==> src/rtl/calrot_pkg.sv <==
package calrot_pkg;
  // strobes from the control to the ring datapath
  typedef struct packed {
    logic step;    // rotate one position
    logic reload;  // load position 0
  } ringCmd_t;
endpackage

==> src/rtl/calrot_ctrl.sv <==
module calrot_ctrl
  import calrot_pkg::*;
(
  input  logic     rst,
  input  logic     advEn,
  input  logic     ringHealthy,
  output ringCmd_t cmd
);
  // reload wins over stepping; a broken ring is repaired before it moves
  always_comb begin
    cmd.reload = rst | ~ringHealthy;
    cmd.step   = advEn & ~cmd.reload;
  end
endmodule

==> src/rtl/calrot_ring.sv <==
module calrot_ring
  import calrot_pkg::*;
#(
  parameter int NUM_OUT = 64
) (
  input  logic             clk,
  input  ringCmd_t         cmd,
  output logic [NUM_OUT:0] ringQ,
  output logic [NUM_OUT:0] ringNext,
  output logic             ringHealthy
);
  localparam int RING_W = NUM_OUT + 1;
  localparam logic [RING_W-1:0] HOME = RING_W'(1);

  logic [RING_W-1:0] rotated;

  assign rotated     = {ringQ[RING_W-2:0], ringQ[RING_W-1]};
  assign ringHealthy = (ringQ != '0) && ((ringQ & (ringQ - 1'b1)) == '0);

  always_comb begin
    if (cmd.reload)    ringNext = HOME;
    else if (cmd.step) ringNext = rotated;
    else               ringNext = ringQ;
  end

  always_ff @(posedge clk) begin
    ringQ <= ringNext;
  end
endmodule

==> src/rtl/calrot_route.sv <==
module calrot_route #(
  parameter int NUM_OUT = 64,
  parameter int IDX_W   = $clog2(NUM_OUT + 1)
) (
  input  logic               clk,
  input  logic [NUM_OUT:0]   ringNext,
  output logic [NUM_OUT-1:0] termFromSpare,
  output logic [NUM_OUT:0]   cellDrives,
  output logic [IDX_W-1:0]   spareDest,
  output logic               spareCalStrobe
);
  logic [IDX_W-1:0] destNext;

  // encode which terminal the spare must cover
  always_comb begin
    destNext = '0;
    for (int i = 0; i < NUM_OUT; i++) begin
      if (ringNext[i]) destNext = destNext | IDX_W'(i);
    end
  end

  genvar g;
  generate
    for (g = 0; g < NUM_OUT; g++) begin : g_term
      always_ff @(posedge clk) begin
        termFromSpare[g] <= ringNext[g];
        cellDrives[g]    <= ~ringNext[g];
      end
    end
  endgenerate

  always_ff @(posedge clk) begin
    cellDrives[NUM_OUT] <= ~ringNext[NUM_OUT];
    spareCalStrobe      <= ringNext[NUM_OUT];
    spareDest           <= destNext;
  end
endmodule

==> src/rtl/calib_rotator.sv <==
module calib_rotator
  import calrot_pkg::*;
#(
  parameter int NUM_OUT = 64,
  parameter int IDX_W   = $clog2(NUM_OUT + 1)
) (
  input  logic               clk,
  input  logic               rst,
  input  logic               advEn,
  output logic [NUM_OUT:0]   cellSel,
  output logic [NUM_OUT-1:0] termFromSpare,
  output logic [NUM_OUT:0]   cellDrives,
  output logic [IDX_W-1:0]   spareDest,
  output logic               spareCalStrobe
);
  ringCmd_t         cmd;
  logic             ringHealthy;
  logic [NUM_OUT:0] ringNext;

  calrot_ctrl u_ctrl (
    .rst        (rst),
    .advEn      (advEn),
    .ringHealthy(ringHealthy),
    .cmd        (cmd)
  );

  calrot_ring #(.NUM_OUT(NUM_OUT)) u_ring (
    .clk        (clk),
    .cmd        (cmd),
    .ringQ      (cellSel),
    .ringNext   (ringNext),
    .ringHealthy(ringHealthy)
  );

  calrot_route #(.NUM_OUT(NUM_OUT), .IDX_W(IDX_W)) u_route (
    .clk           (clk),
    .ringNext      (ringNext),
    .termFromSpare (termFromSpare),
    .cellDrives    (cellDrives),
    .spareDest     (spareDest),
    .spareCalStrobe(spareCalStrobe)
  );
endmodule

==> config.mk <==
export PLATFORM = sky130hd
export DESIGN_NAME = calib_rotator
export DESIGN_NICKNAME = d
export VERILOG_FILES = /design/src/rtl/calrot_pkg.sv /design/src/rtl/calrot_ctrl.sv /design/src/rtl/calrot_ring.sv /design/src/rtl/calrot_route.sv /design/src/rtl/calib_rotator.sv
export SDC_FILE = /design/constraint.sdc
export NUM_CORES = 1
export LEC_CHECK = 0
export BUFFER_PORTS_ARGS = -buffer_cell sky130_fd_sc_hd__buf_4
export CAP_MARGIN = 0
export CORE_ASPECT_RATIO = 1.75
export CORE_MARGIN = 2
export CORE_UTILIZATION = 39
export CTS_CLUSTER_DIAMETER = 40
export CTS_CLUSTER_SIZE = 14
export DETAILED_ROUTE_END_ITERATION = 16
export GPL_TIMING_DRIVEN = 0
export PLACE_DENSITY = 0.75
export SLEW_MARGIN = 40
export SYNTH_ARGS = -nofsm -noshare
export SYNTH_HDL_FRONTEND = slang
export SYNTH_HIERARCHICAL = 1
export SYNTH_SLANG_ARGS = --single-unit
==> constraint.sdc <==
create_clock -name clk -period 5.1 [get_ports clk]
set_clock_uncertainty 0.05 [all_clocks]
set_input_delay 1.02 -clock clk [delete_from_list [all_inputs] [get_ports clk]]
set_output_delay 1.02 -clock clk [all_outputs]
set_load 0.05 [all_outputs]
-- Yosys cells after proc, flatten, opt, wreduce, memory -nomap -nowiden
Index checks and enable logic that the tools add are counted.
- output and inout bits: 202
- input bits: 3
- register bits after elaboration: 202
- logic and storage cells: 277
- bitwise gates (word level): 70
- multiplexer cells: 60
- $add $sub $neg: 1
- reductions and logical operators: 8
- operators by type and width (cell ; number):
    $mux W65 ; 3
    $mux W5 ; 16
    $not A1 Y1 ; 67
    $and A65 B65 Y65 ; 1
    $logic_not A65 Y1 ; 1
    $reduce_bool A65 Y1 ; 1
    $sub A65 B1 Y65 const B ; 1
    $mux W4 ; 16
    $mux W3 ; 12
    $reduce_or A32 Y1 ; 1
    $mux W2 ; 8
    $reduce_or A16 Y1 ; 1
    $reduce_or A8 Y1 ; 1
    $mux W1 ; 5
    $reduce_or A4 Y1 ; 1
    $reduce_or A2 Y1 ; 1
    $and A1 B1 Y1 ; 1
    $logic_and A1 B1 Y1 ; 1
    $or A1 B1 Y1 ; 1

-- Logic depth before layout (Yosys ltp)
Gate-level depths: netlist (run 1).
- depth in word-level cells: 68
- depth in mapped cells: 17
- depth with buffers taken out: 14

-- Modules after synthesis
Netlist (run 1), hierarchy kept.
- by module, submodules not included (module ; cells each ; seq. area each (um^2) ; area an instance (um^2) ; times used):
    calrot_route ; 251 ; 2722.6 ; 3268.1 ; 1
    calrot_ring ; 353 ; 1301.2 ; 3146.8 ; 1
    calrot_ctrl ; 2 ; 0.0 ; 15.0 ; 1

-- Worst setup path before layout (run 1)
OpenSTA, ideal clock, no wires.
- path kind: register to register
- start point: register u_ring.ringQ[37]
- end point: register u_route.spareDest[4]
- data arrival time: 5.262 ns
- library setup time: 0.134 ns
- period minus slack after synthesis: 5.447 ns
- path buffers: 3
- stages on the path, launching flop included: 18
- path slack: -0.347 ns
- required time: 4.916 ns
- cell sequence: dfxtp_1 -> or4_1 -> buf_2 -> or4_4 -> or2_4 -> nor4_2 -> o2111ai_1 -> nor4_1 -> o2111ai_1 -> nor4_2 -> and3b_1 -> clkbuf_1 -> clkbuf_1 -> mux2i_1 -> nor2_1 -> nor4_2 -> nand3_1 -> or4_1
- RTL lines (element ; RTL line ; text):
    from (decl) ; calrot_ring.sv:8 ; output logic [NUM_OUT:0] ringQ,
    from (signal assigned) ; calrot_ring.sv:27 ; ringQ <= ringNext;
    to (signal assigned) ; calrot_route.sv:35 ; spareDest <= destNext;
    to (decl) ; calrot_route.sv:9 ; output logic [IDX_W-1:0] spareDest,

==> results of run 1 <==
-- power by group through the flow --
| stage | clock network [mW] | registers (mW) | logic (mW) |
|---|---|---|---|
| 2_1_floorplan | 0 | 1.65 | 0.112 |
| 3_3_place_gp | 0 | 1.62 | 0.189 |
| 3_5_place_dp | 0 | 1.62 | 0.191 |
| 4_1_cts | 1.21 | 1.58 | 0.230 |
| 5_1_grt | 1.27 | 1.58 | 0.259 |
| 6_report | 1.19 | 1.58 | 0.252 |
-- Yosys cell counts, drive strengths merged, types with 2 or more instances --
| library cell | count | area, µm² |
|---|---|---|
| a2111oi | 4 | 35.0 |
| a21oi | 9 | 45.0 |
| buf | 3 | 16.3 |
| clkbuf | 14 | 52.6 |
| dfxtp | 201 | 4020 |
| inv | 70 | 263 |
| maj3 | 2 | 20.0 |
| mux2i | 64 | 641 |
| nand2 | 6 | 22.5 |
| nand3 | 10 | 50.1 |
| nand4 | 16 | 100 |
| nor2 | 87 | 327 |
| nor3 | 17 | 85.1 |
| nor4 | 23 | 169 |
| o2111a | 2 | 22.5 |
| o2111ai | 3 | 26.3 |
| o21a | 2 | 15.0 |
| o21ai | 14 | 70.1 |
| o22ai | 2 | 12.5 |
| o31a | 3 | 26.3 |
| o31ai | 4 | 30.0 |
| o32ai | 2 | 17.5 |
| o41ai | 4 | 35.0 |
| or2 | 5 | 33.8 |
| or3 | 10 | 62.6 |
| or4 | 13 | 101 |
-- layer usage --
layer / wire (µm) / GRT usage (%)
met4: 1140 / 12.8
met1: 6780 / 21.7
met2: 10800 / 39.6
met5: 0 / 0.296
met3: 1470 / 4.68
-- critical path: cells and delay by family (launching register included) --
family	cells	cell delay, ps
AND/OR/NAND/NOR	11	3550
AO/OA/AOI/OAI	2	370
flip-flops	1	340
multiplexers	1	230
buffers and inverters	3	600
-- timing repair --
action                                  CTS  global route
endpoints found under the setup margin  119             6
hold endpoints to repair                  0             0
setup buffers                             8             8
pin swaps                                28            11
resized for setup                        60            38
-- worst paths after layout --
kind                                      to  slack (ps)  depth (start not counted)
max          u_route/spareDest[4]$_SDFF_PP1_        -180                         17
min reg2reg         u_ring/ringQ[37]$_DFF_P_         580                          2
max reg2reg  u_route/spareDest[4]$_SDFF_PP1_        -180                         17
min                 u_ring/ringQ[37]$_DFF_P_         580                          2
-- registers in the layout (all words and copies together) (netlist names) --
register	cells
u_ring/ringQ	65
u_route/cellDrives	65
u_route/termFromSpare	64
u_route/spareDest	6
u_route/spareCalStrobe	1
-- area by class of cell --
type	count	area share, %
Inverter	70	2.82
Clock buffer	22	5.22
Multi-Input combinational cell	318	26.1
Tap cell	192	2.58
Buffer	17	2.27
Clock inverter	1	0.0940
Timing Repair Buffer	219	17.6
Sequential cell	201	43.2
-- metrics by stage --
step / utilization [%] / hold slack, ps
finish: 57.2 / 582
global route: 57.2 / 617
CTS: 55.7 / 568
detailed placement: 50.4 / 561
global placement: 50.4 / 557
floorplan: - / 746
-- logic make-up (layout without fill, tap and decap cells) --
logic type | Yosys count | count (layout)
DFF | 201 | 201
other | 1 | 1
adders and majority gates | 2 | 2
muxes | 64 | 64
AOI/OAI and AO/OA | 56 | 56
and+or+nand+nor | 195 | 195
buffers and inverters | 87 | 329
==> impl_metrics.env, run 1 <==
export IMPL_outcome="complete, but fails checks"
export IMPL_failed_checks="negative setup slack"
export IMPL_setup_violations=6
export IMPL_drtAntennaViolNets=0
export IMPL_hold_buffers=0
export IMPL_end_kind="register"
export IMPL_synth_compound_area_share_pct=6.13
export IMPL_dpl_hpwl_um=15100
export IMPL_ys_types=48
export IMPL_cts_sinks=201
export IMPL_htree_num_levels=1
export IMPL_gp_congestion=0.928
export IMPL_ios=205
export IMPL_critPathMostFrequentCell="nor4_4"
export IMPL_cp_start_kind="register"
export IMPL_drv_slew=0
export IMPL_maxSlewHeadroom_pct=50.2
export IMPL_area_growth_synth_to_final_pct=44.9
export IMPL_synthAdderAreaFrac_pct=0.311
export IMPL_drcViolationCount=0
export IMPL_final_cell_mix="buf_4 (221), dfxtp_1 (197), nor2_1 (70), inv_1 (70), mux2i_1 (60)"
export IMPL_multi_input_area_mm2=0.00244
export IMPL_start_util_pct=39.5
export IMPL_fillerInstances=1396
export IMPL_timing_rr_start="u_ring/ringQ[5]$_DFF_P_"
export IMPL_grt_ovfl_total=0
export IMPL_power_density_mw_per_mm2=325
export IMPL_worst_ep_required_time_ps=5390
export IMPL_rows=62
export IMPL_period_share_pct=103
export IMPL_synth_xor_area_share_pct=0
export IMPL_synth_top_family_by_area="simple AND/OR/NAND/NOR gates"
export IMPL_crit_arrival_ps=5570
export IMPL_clkLatencyLatePin_ps=480
export IMPL_cts_buffer_depth=3
export IMPL_p_leak_nw=3.97
export IMPL_switchingPower_mw=0.685
export IMPL_critical_path_cell_chain="or4_4 -> nor3b_4 -> nand4_1 -> buf_8 -> nor4_4 -> o2111ai_2 -> nor4_2 -> o2111ai_2 -> nor4_4 -> and3b_2 -> clkbuf_16 -> clkbuf_16 -> mux2i_1 -> nor2_2 -> nor4_4 -> nand3_1 -> or4_4"
export IMPL_vias=5547
export IMPL_p_clk_share_pct=39.3
export IMPL_pwr_share_seq_pct=52.3
export IMPL_hold_violations=0
export IMPL_cts_tree="done"
export IMPL_synth_simple_area_share_pct=15.8
export IMPL_die_y_um=174
export IMPL_tightest_slew_ps=728
export IMPL_grt_antenna_before_repair=0
export IMPL_vias_per_cell=5.33
export IMPL_synth_nets=609
export IMPL_clock_root_buffer="clkbuf_16"
export IMPL_regArea_mm2=0.00403
export IMPL_numCtsBuffers=18
export IMPL_placed_area_mm2=0.00821
export IMPL_path_clk_slew_ps=70
export IMPL_p_int_mw=2.34
export IMPL_stdcell_area_mm2=0.00932
export IMPL_hold_class="register to register"
export IMPL_setup_worst_path_start="u_ring/ringQ[5]$_DFF_P_"
export IMPL_ys_flop_type="dfxtp_1"
export IMPL_io_buffers=203
export IMPL_wirelength_um=20200
export IMPL_dr_pass1_iters=6
export IMPL_synth_edff_count=0
export IMPL_fmax_mhz=190
export IMPL_grt_first_pass_wirelength_um=29200
export IMPL_yosysSeqAreaShare_pct=62.6
export IMPL_grt_pass1_vias=5146
export IMPL_dpl_cell_count=1001
export IMPL_p_sw_share_pct=22.6
export IMPL_drv_cap=0
export IMPL_synthMuxAreaShare_pct=9.96
export IMPL_max_stage_delay_ps=570
export IMPL_dp_slack_ps=-1210
export IMPL_drive_gt1_share_pct=37.4
export IMPL_finalWorstSetupSlack_ps=-177
export IMPL_critical_path_peak_fanout=10
export IMPL_worstHoldStart="u_ring/ringQ[36]$_DFF_P_"
export IMPL_layout_nets=848
export IMPL_syn_area_mm2=0.00643
export IMPL_comb_power_share_pct=8.3
export IMPL_grt_usage_pct=21.7
export IMPL_grt_max_degree=15
export IMPL_die_area_mm2=0.0176
export IMPL_final_cells=1040
export IMPL_rsz0062_at_grt="true"
export IMPL_critPathKind="register to register"
export IMPL_n_antenna_cell=0
export IMPL_dieWidth_um=101
export IMPL_tns_ps=-793
export IMPL_period_minus_slack_ps=5280
export IMPL_synth_seq_cells=201
export IMPL_async_reset_ff_share_pct=0
export IMPL_postSynthCellCount=606
export IMPL_irDropWorstVdd_mv=0.204
export IMPL_core_area_mm2=0.0163
export IMPL_final_common_cell="buf_4"
export IMPL_drt_initial_drc_count=385
export IMPL_synth_warnings=6
export IMPL_wire_per_inst_um=19.4
export IMPL_synth_area_per_cell_um2=10.6
export IMPL_p_total_mw=3.03
export IMPL_critPathSlowestCell="or4_4"
Note: power is estimated with default switching activity, not from simulation.
==> run 2, diff against run 1 <==
- CORE_MARGIN: 2 -> unset
==> impl_metrics.env, run 2 (synthesis results as in run 1) <==
export IMPL_die_y_um=172
export IMPL_p_leak_nw=4.03
export IMPL_grt_pass1_vias=5288
export IMPL_grt_usage_pct=22.8
export IMPL_final_cells=1044
export IMPL_critPathKind="register to register"
export IMPL_tightest_slew_ps=863
export IMPL_whs_ps=547
export IMPL_vias=5778
export IMPL_p_int_mw=2.51
export IMPL_htree_num_levels=1
export IMPL_drt_initial_drc_count=575
export IMPL_end_kind="register"
export IMPL_comb_power_share_pct=8.1
export IMPL_maxSlewHeadroom_pct=42.3
export IMPL_grt_antenna_before_repair=0
export IMPL_switchingPower_mw=0.740
export IMPL_placed_area_mm2=0.00820
export IMPL_finalWorstSetupSlack_ps=-119
export IMPL_clock_root_buffer="clkbuf_16"
export IMPL_clkLatencyLatePin_ps=490
export IMPL_power_density_mw_per_mm2=342
export IMPL_max_stage_delay_ps=570
export IMPL_worstHoldStart="u_ring/ringQ[16]$_DFF_P_"
export IMPL_min_to="u_ring/ringQ[16]$_DFF_P_"
export IMPL_fillerInstances=1300
export IMPL_drv_cap=0
export IMPL_core_area_mm2=0.0160
export IMPL_wirelength_um=20800
export IMPL_period_minus_slack_ps=5220
export IMPL_dp_slack_ps=-1260
export IMPL_worst_ep_required_time_ps=5410
export IMPL_n_antenna_cell=0
export IMPL_wire_per_inst_um=19.9
export IMPL_drcViolationCount=0
export IMPL_critical_path_peak_fanout=7
export IMPL_drtAntennaViolNets=0
export IMPL_tns_ps=-494
export IMPL_path_clk_slew_ps=70
export IMPL_area_growth_synth_to_final_pct=47.8
export IMPL_grt_ovfl_total=0
export IMPL_ios=205
export IMPL_r2r_setup_slack_ps=-120
export IMPL_dpl_hpwl_um=15200
export IMPL_final_common_cell="buf_4"
export IMPL_p_total_mw=3.25
export IMPL_fin_util_pct=59.3
export IMPL_period_share_pct=102
export IMPL_setup_worst_path_start="u_ring/ringQ[5]$_DFF_P_"
export IMPL_io_buffers=203
export IMPL_hold_buffers=0
export IMPL_crit_arrival_ps=5530
export IMPL_grt_first_pass_wirelength_um=29400
export IMPL_gp_congestion=0.932
export IMPL_critPathMostFrequentCell="nor4_2"
export IMPL_drive_gt1_share_pct=40.0
export IMPL_rsz0062_at_grt="true"
export IMPL_vias_per_cell=5.53
export IMPL_rr_endpoint="u_route/spareDest[4]$_SDFF_PP1_"
export IMPL_cts_sinks=201
export IMPL_outcome="complete, but fails checks"
export IMPL_failed_checks="negative setup slack"
export IMPL_layout_nets=852
export IMPL_dieWidth_um=99.1
export IMPL_grt_max_degree=15
export IMPL_cp_start_kind="register"
export IMPL_top_regs="u_ring/ringQ (65), u_route/cellDrives (65), u_route/termFromSpare (64)"
export IMPL_start_util_pct=40.1
export IMPL_critPathSlowestCell="or4_4"
export IMPL_die_area_mm2=0.0170
export IMPL_stdcell_area_mm2=0.00951
export IMPL_p_clk_share_pct=43.1
export IMPL_dpl_cell_count=998
export IMPL_rows=61
export IMPL_setup_violations=5
export IMPL_numCtsBuffers=20
export IMPL_final_cell_mix="buf_4 (221), dfxtp_1 (190), inv_1 (70)"
export IMPL_dr_pass1_iters=5
export IMPL_drv_slew=0
export IMPL_reg2reg_depth=18
export IMPL_fmax_mhz=192
export IMPL_holdPathStages=2
export IMPL_timing_rr_start="u_ring/ringQ[5]$_DFF_P_"
export IMPL_cts_buffer_depth=3
export IMPL_pwr_share_seq_pct=48.8
export IMPL_hold_violations=0
export IMPL_irDropWorstVdd_mv=0.257
export IMPL_p_sw_share_pct=22.8
export IMPL_hold_class="register to register"
export IMPL_critical_path_cell_chain="or4_4 -> nor3b_4 -> nand4_1 -> o41ai_4 -> o2111ai_2 -> nor4_2 -> o2111ai_2 -> nor4_2 -> buf_4 -> and3b_2 -> clkbuf_16 -> clkbuf_16 -> buf_8 -> mux2i_1 -> nor2_2 -> nor4_2 -> nand3_1 -> or4_4"
export IMPL_cts_tree="done"
## run 2: cell count changes in the layout (fill, tap and decap cells not counted), moves of 4 or more
cell,delta
clkbuf_1,-4
clkbuf_8,+4
dfxtp_1,-7
dfxtp_2,+6
mux2i_1,-6
mux2i_2,+4
or4_1,-4
or4_4,+4
## run 2: power by group through the flow
stage                     logic (mW)  registers [mW]  clock network (mW)
after floorplan                0.112            1.65                   0
after detailed placement       0.192            1.62                   0
after CTS                      0.233            1.59                1.42
after global placement         0.190            1.62                   0
final                          0.262            1.58                1.40
after global routing           0.270            1.58                1.48
## run 2: area by class of cell
type | count | area, µm² | share of cell area, %
Tap cell | 189 | 236 | 2.49
Sequential cell | 201 | 4040 | 42.5
Inverter | 70 | 263 | 2.76
Clock inverter | 4 | 66.3 | 0.698
Buffer | 17 | 198 | 2.08
Clock buffer | 24 | 557 | 5.86
Timing Repair Buffer | 221 | 1670 | 17.6
Multi-Input combinational cell | 318 | 2470 | 26.0
## run 2: repair_timing
item                       in CTS  in global routing
gates resized for setup        61                 66
setup endpoints to repair     140                  6
pin swaps                      21                 20
setup buffers                   7                 11
## run 2: how the worst max path moves through the flow
stage	end	slack, ps	cells past startpoint
final	u_route/spareDest[4]$_SDFF_PP1_	-120	18
after CTS	u_route/spareDest[4]$_SDFF_PP1_	0.09	18
after global routing	u_route/spareDest[2]$_SDFF_PP1_	-190	17
after global placement	u_route/spareDest[2]$_SDFF_PP1_	-1140	17
after floorplan	u_route/spareDest[2]$_SDFF_PP1_	9	17
after detailed placement	u_route/spareDest[2]$_SDFF_PP1_	-1260	17
## run 2: routing by layer
layer  part of all wire, %  routed length (µm)  vias to the layer above  track usage (%)
met3                   8.1                1680                      125             4.53
met1                    33                6920                     2695             22.6
met2                    51               10700                      376             42.9
met4                   7.3                1510                        0             14.9
met5                     0                   0                        -                0
li1                      -                   -                     2582                -
## run 2: worst max-delay path: cells and delay by family (launching register included)
kind / cells / cell delay, ps
AO/OA/AOI/OAI: 3 / 820
buffers and inverters: 4 / 630
flip-flops: 1 / 350
multiplexers: 1 / 240
AND/OR/NAND/NOR: 10 / 2960
==> run 3, diff against run 2 <==
- REMOVE_ABC_BUFFERS: unset -> 1
==> impl_metrics.env, run 3 (synthesis results as in run 1) <==
export IMPL_setup_worst_path_start="u_ring/ringQ[19]$_DFF_P_"
export IMPL_p_clk_share_pct=42.3
export IMPL_drv_cap=0
export IMPL_min_to="u_ring/ringQ[16]$_DFF_P_"
export IMPL_core_area_mm2=0.0160
export IMPL_timing_rr_start="u_ring/ringQ[19]$_DFF_P_"
export IMPL_rows=61
export IMPL_area_growth_synth_to_final_pct=49.3
export IMPL_hold_violations=0
export IMPL_outcome="complete, but fails checks"
export IMPL_tightest_slew_ps=732
export IMPL_rr_endpoint="u_route/spareDest[1]$_SDFF_PP1_"
export IMPL_die_y_um=172
export IMPL_n_antenna_cell=0
export IMPL_power_density_mw_per_mm2=340
export IMPL_p_leak_nw=4.10
export IMPL_start_util_pct=40.1
export IMPL_grt_antenna_before_repair=0
export IMPL_clkLatencyLatePin_ps=490
export IMPL_htree_num_levels=1
export IMPL_final_common_cell="buf_4"
export IMPL_p_int_mw=2.50
export IMPL_wire_per_inst_um=20.4
export IMPL_die_area_mm2=0.0170
export IMPL_period_minus_slack_ps=5110
export IMPL_irDropWorstVdd_mv=0.273
export IMPL_fillerInstances=1290
export IMPL_gp_congestion=0.958
export IMPL_fmax_mhz=196
export IMPL_fin_util_pct=59.9
export IMPL_multi_input_area_mm2=0.00248
export IMPL_p_sw_share_pct=23.4
export IMPL_drcViolationCount=0
export IMPL_period_share_pct=100
export IMPL_critical_path_peak_fanout=10
export IMPL_drv_slew=0
export IMPL_grt_max_degree=53
export IMPL_grt_pass1_vias=5423
export IMPL_regArea_mm2=0.00404
export IMPL_io_buffers=203
export IMPL_grt_ovfl_total=0
export IMPL_dpl_hpwl_um=15200
export IMPL_drive_gt1_share_pct=41.1
export IMPL_cts_buffer_depth=3
export IMPL_critPathKind="register to register"
export IMPL_finalWorstSetupSlack_ps=-5.77
export IMPL_cp_start_kind="register"
export IMPL_r2r_setup_slack_ps=-6
export IMPL_wirelength_um=21400
export IMPL_grt_usage_pct=23.7
export IMPL_rsz0062_at_grt="true"
export IMPL_pwr_share_seq_pct=48.6
export IMPL_ios=205
export IMPL_drt_initial_drc_count=357
export IMPL_worst_ep_required_time_ps=5410
export IMPL_holdPathStages=2
export IMPL_vias_per_cell=5.41
export IMPL_hold_class="register to register"
export IMPL_setup_violations=1
export IMPL_reg2reg_depth=20
export IMPL_top_regs="u_ring/ringQ (65), u_route/cellDrives (65), u_route/termFromSpare (64)"
export IMPL_switchingPower_mw=0.762
export IMPL_maxSlewHeadroom_pct=51.0
export IMPL_hold_buffers=0
export IMPL_path_clk_slew_ps=60
export IMPL_tns_ps=-5.77
export IMPL_crit_arrival_ps=5410
export IMPL_dieWidth_um=99.1
export IMPL_worstHoldStart="u_ring/ringQ[16]$_DFF_P_"
export IMPL_failed_checks="negative setup slack"
export IMPL_comb_power_share_pct=9.1
export IMPL_numCtsBuffers=20
export IMPL_end_kind="register"
export IMPL_grt_first_pass_wirelength_um=30400
export IMPL_cts_tree="done"
export IMPL_cts_sinks=201
export IMPL_layout_nets=860
export IMPL_drtAntennaViolNets=0
export IMPL_clock_root_buffer="clkbuf_16"
export IMPL_final_cell_mix="buf_4 (235), dfxtp_1 (192), nor2_1 (70), inv_1 (70), mux2i_1 (57)"
export IMPL_vias=5687
export IMPL_dr_pass1_iters=8
[run 3: final cells by class]
type                    instances  area share, %
flip-flops and latches        201           42.0
multi-input cells             318           25.9
repair buffers                246           20.6
clock buffers                  21           5.47
inverters                      70           2.74
well taps                     189           2.46
clock inverters                 7          0.808
[run 3: worst max-delay path by stage]
stage,endpoint,slack (ps),cells after the start
after CTS,u_route/spareDest[3]$_SDFF_PP1_,-100,17
after detailed placement,u_route/spareDest[4]$_SDFF_PP1_,-1740,15
after global routing,u_route/spareDest[3]$_SDFF_PP1_,-80,18
final,u_route/spareDest[1]$_SDFF_PP1_,-6,20
after global placement,u_route/spareDest[4]$_SDFF_PP1_,-4200,14
after floorplan,u_route/spareDest[3]$_SDFF_PP1_,-1830,14
[run 3: power by group through the flow]
stage / Combinational, mW / Clock (mW) / Sequential, mW
finish: 0.296 / 1.38 / 1.58
CTS: 0.252 / 1.40 / 1.58
global route: 0.306 / 1.46 / 1.58
global placement: 0.194 / 0 / 1.62
detailed placement: 0.200 / 0 / 1.62
floorplan: 0.112 / 0 / 1.65
[run 3: layer usage]
metal | GRT usage [%] | part of all wire [%] | wire [µm] | up-vias
li1 | - | - | - | 2588
met1 | 23.5 | 33 | 7160 | 2706
met2 | 45.4 | 54 | 11600 | 316
met3 | 4.08 | 6.9 | 1480 | 77
met4 | 14.3 | 5.4 | 1170 | 0
met5 | 0 | 0 | 0 | -
[run 3: through the flow]
step | instances | instance area, µm² | setup slack (ps) | hold slack [ps] | total power [mW]
CTS | 1031 | 9210 | -97.0 | 542 | 3.24
finish | 1052 | 9600 | -5.77 | 549 | 3.26
global route | 1052 | 9600 | -79.0 | 579 | 3.35
floorplan | 589 | 6360 | -1830 | 750 | 1.76
detailed placement | 984 | 8200 | -1740 | 564 | 1.82
global placement | 981 | 8120 | -4200 | 557 | 1.81
[run 3: critical path: stages, from the launching register on]
cell and delay (ps):
dfxtp_1 390, or4_4 550, nor4b_2 260, nand4_1 200, buf_6 190, buf_12 120
nor4_4 270, o2111ai_2 220, nor4_4 280, o2111ai_2 200, nor4_4 210, and3b_4 270
buf_12 140, buf_16 150, buf_4 120, mux2i_1 210, nor2_2 90, buf_4 150
nor2_2 140, nand4_1 170, or4_1 560
[run 3: what timing repair did]
item | CTS | global route
pin swaps | 21 | 27
resized for setup | 44 | 50
setup endpoints to repair | 201 | 6
gates cloned | 2 | 1
setup buffers | 17 | 21
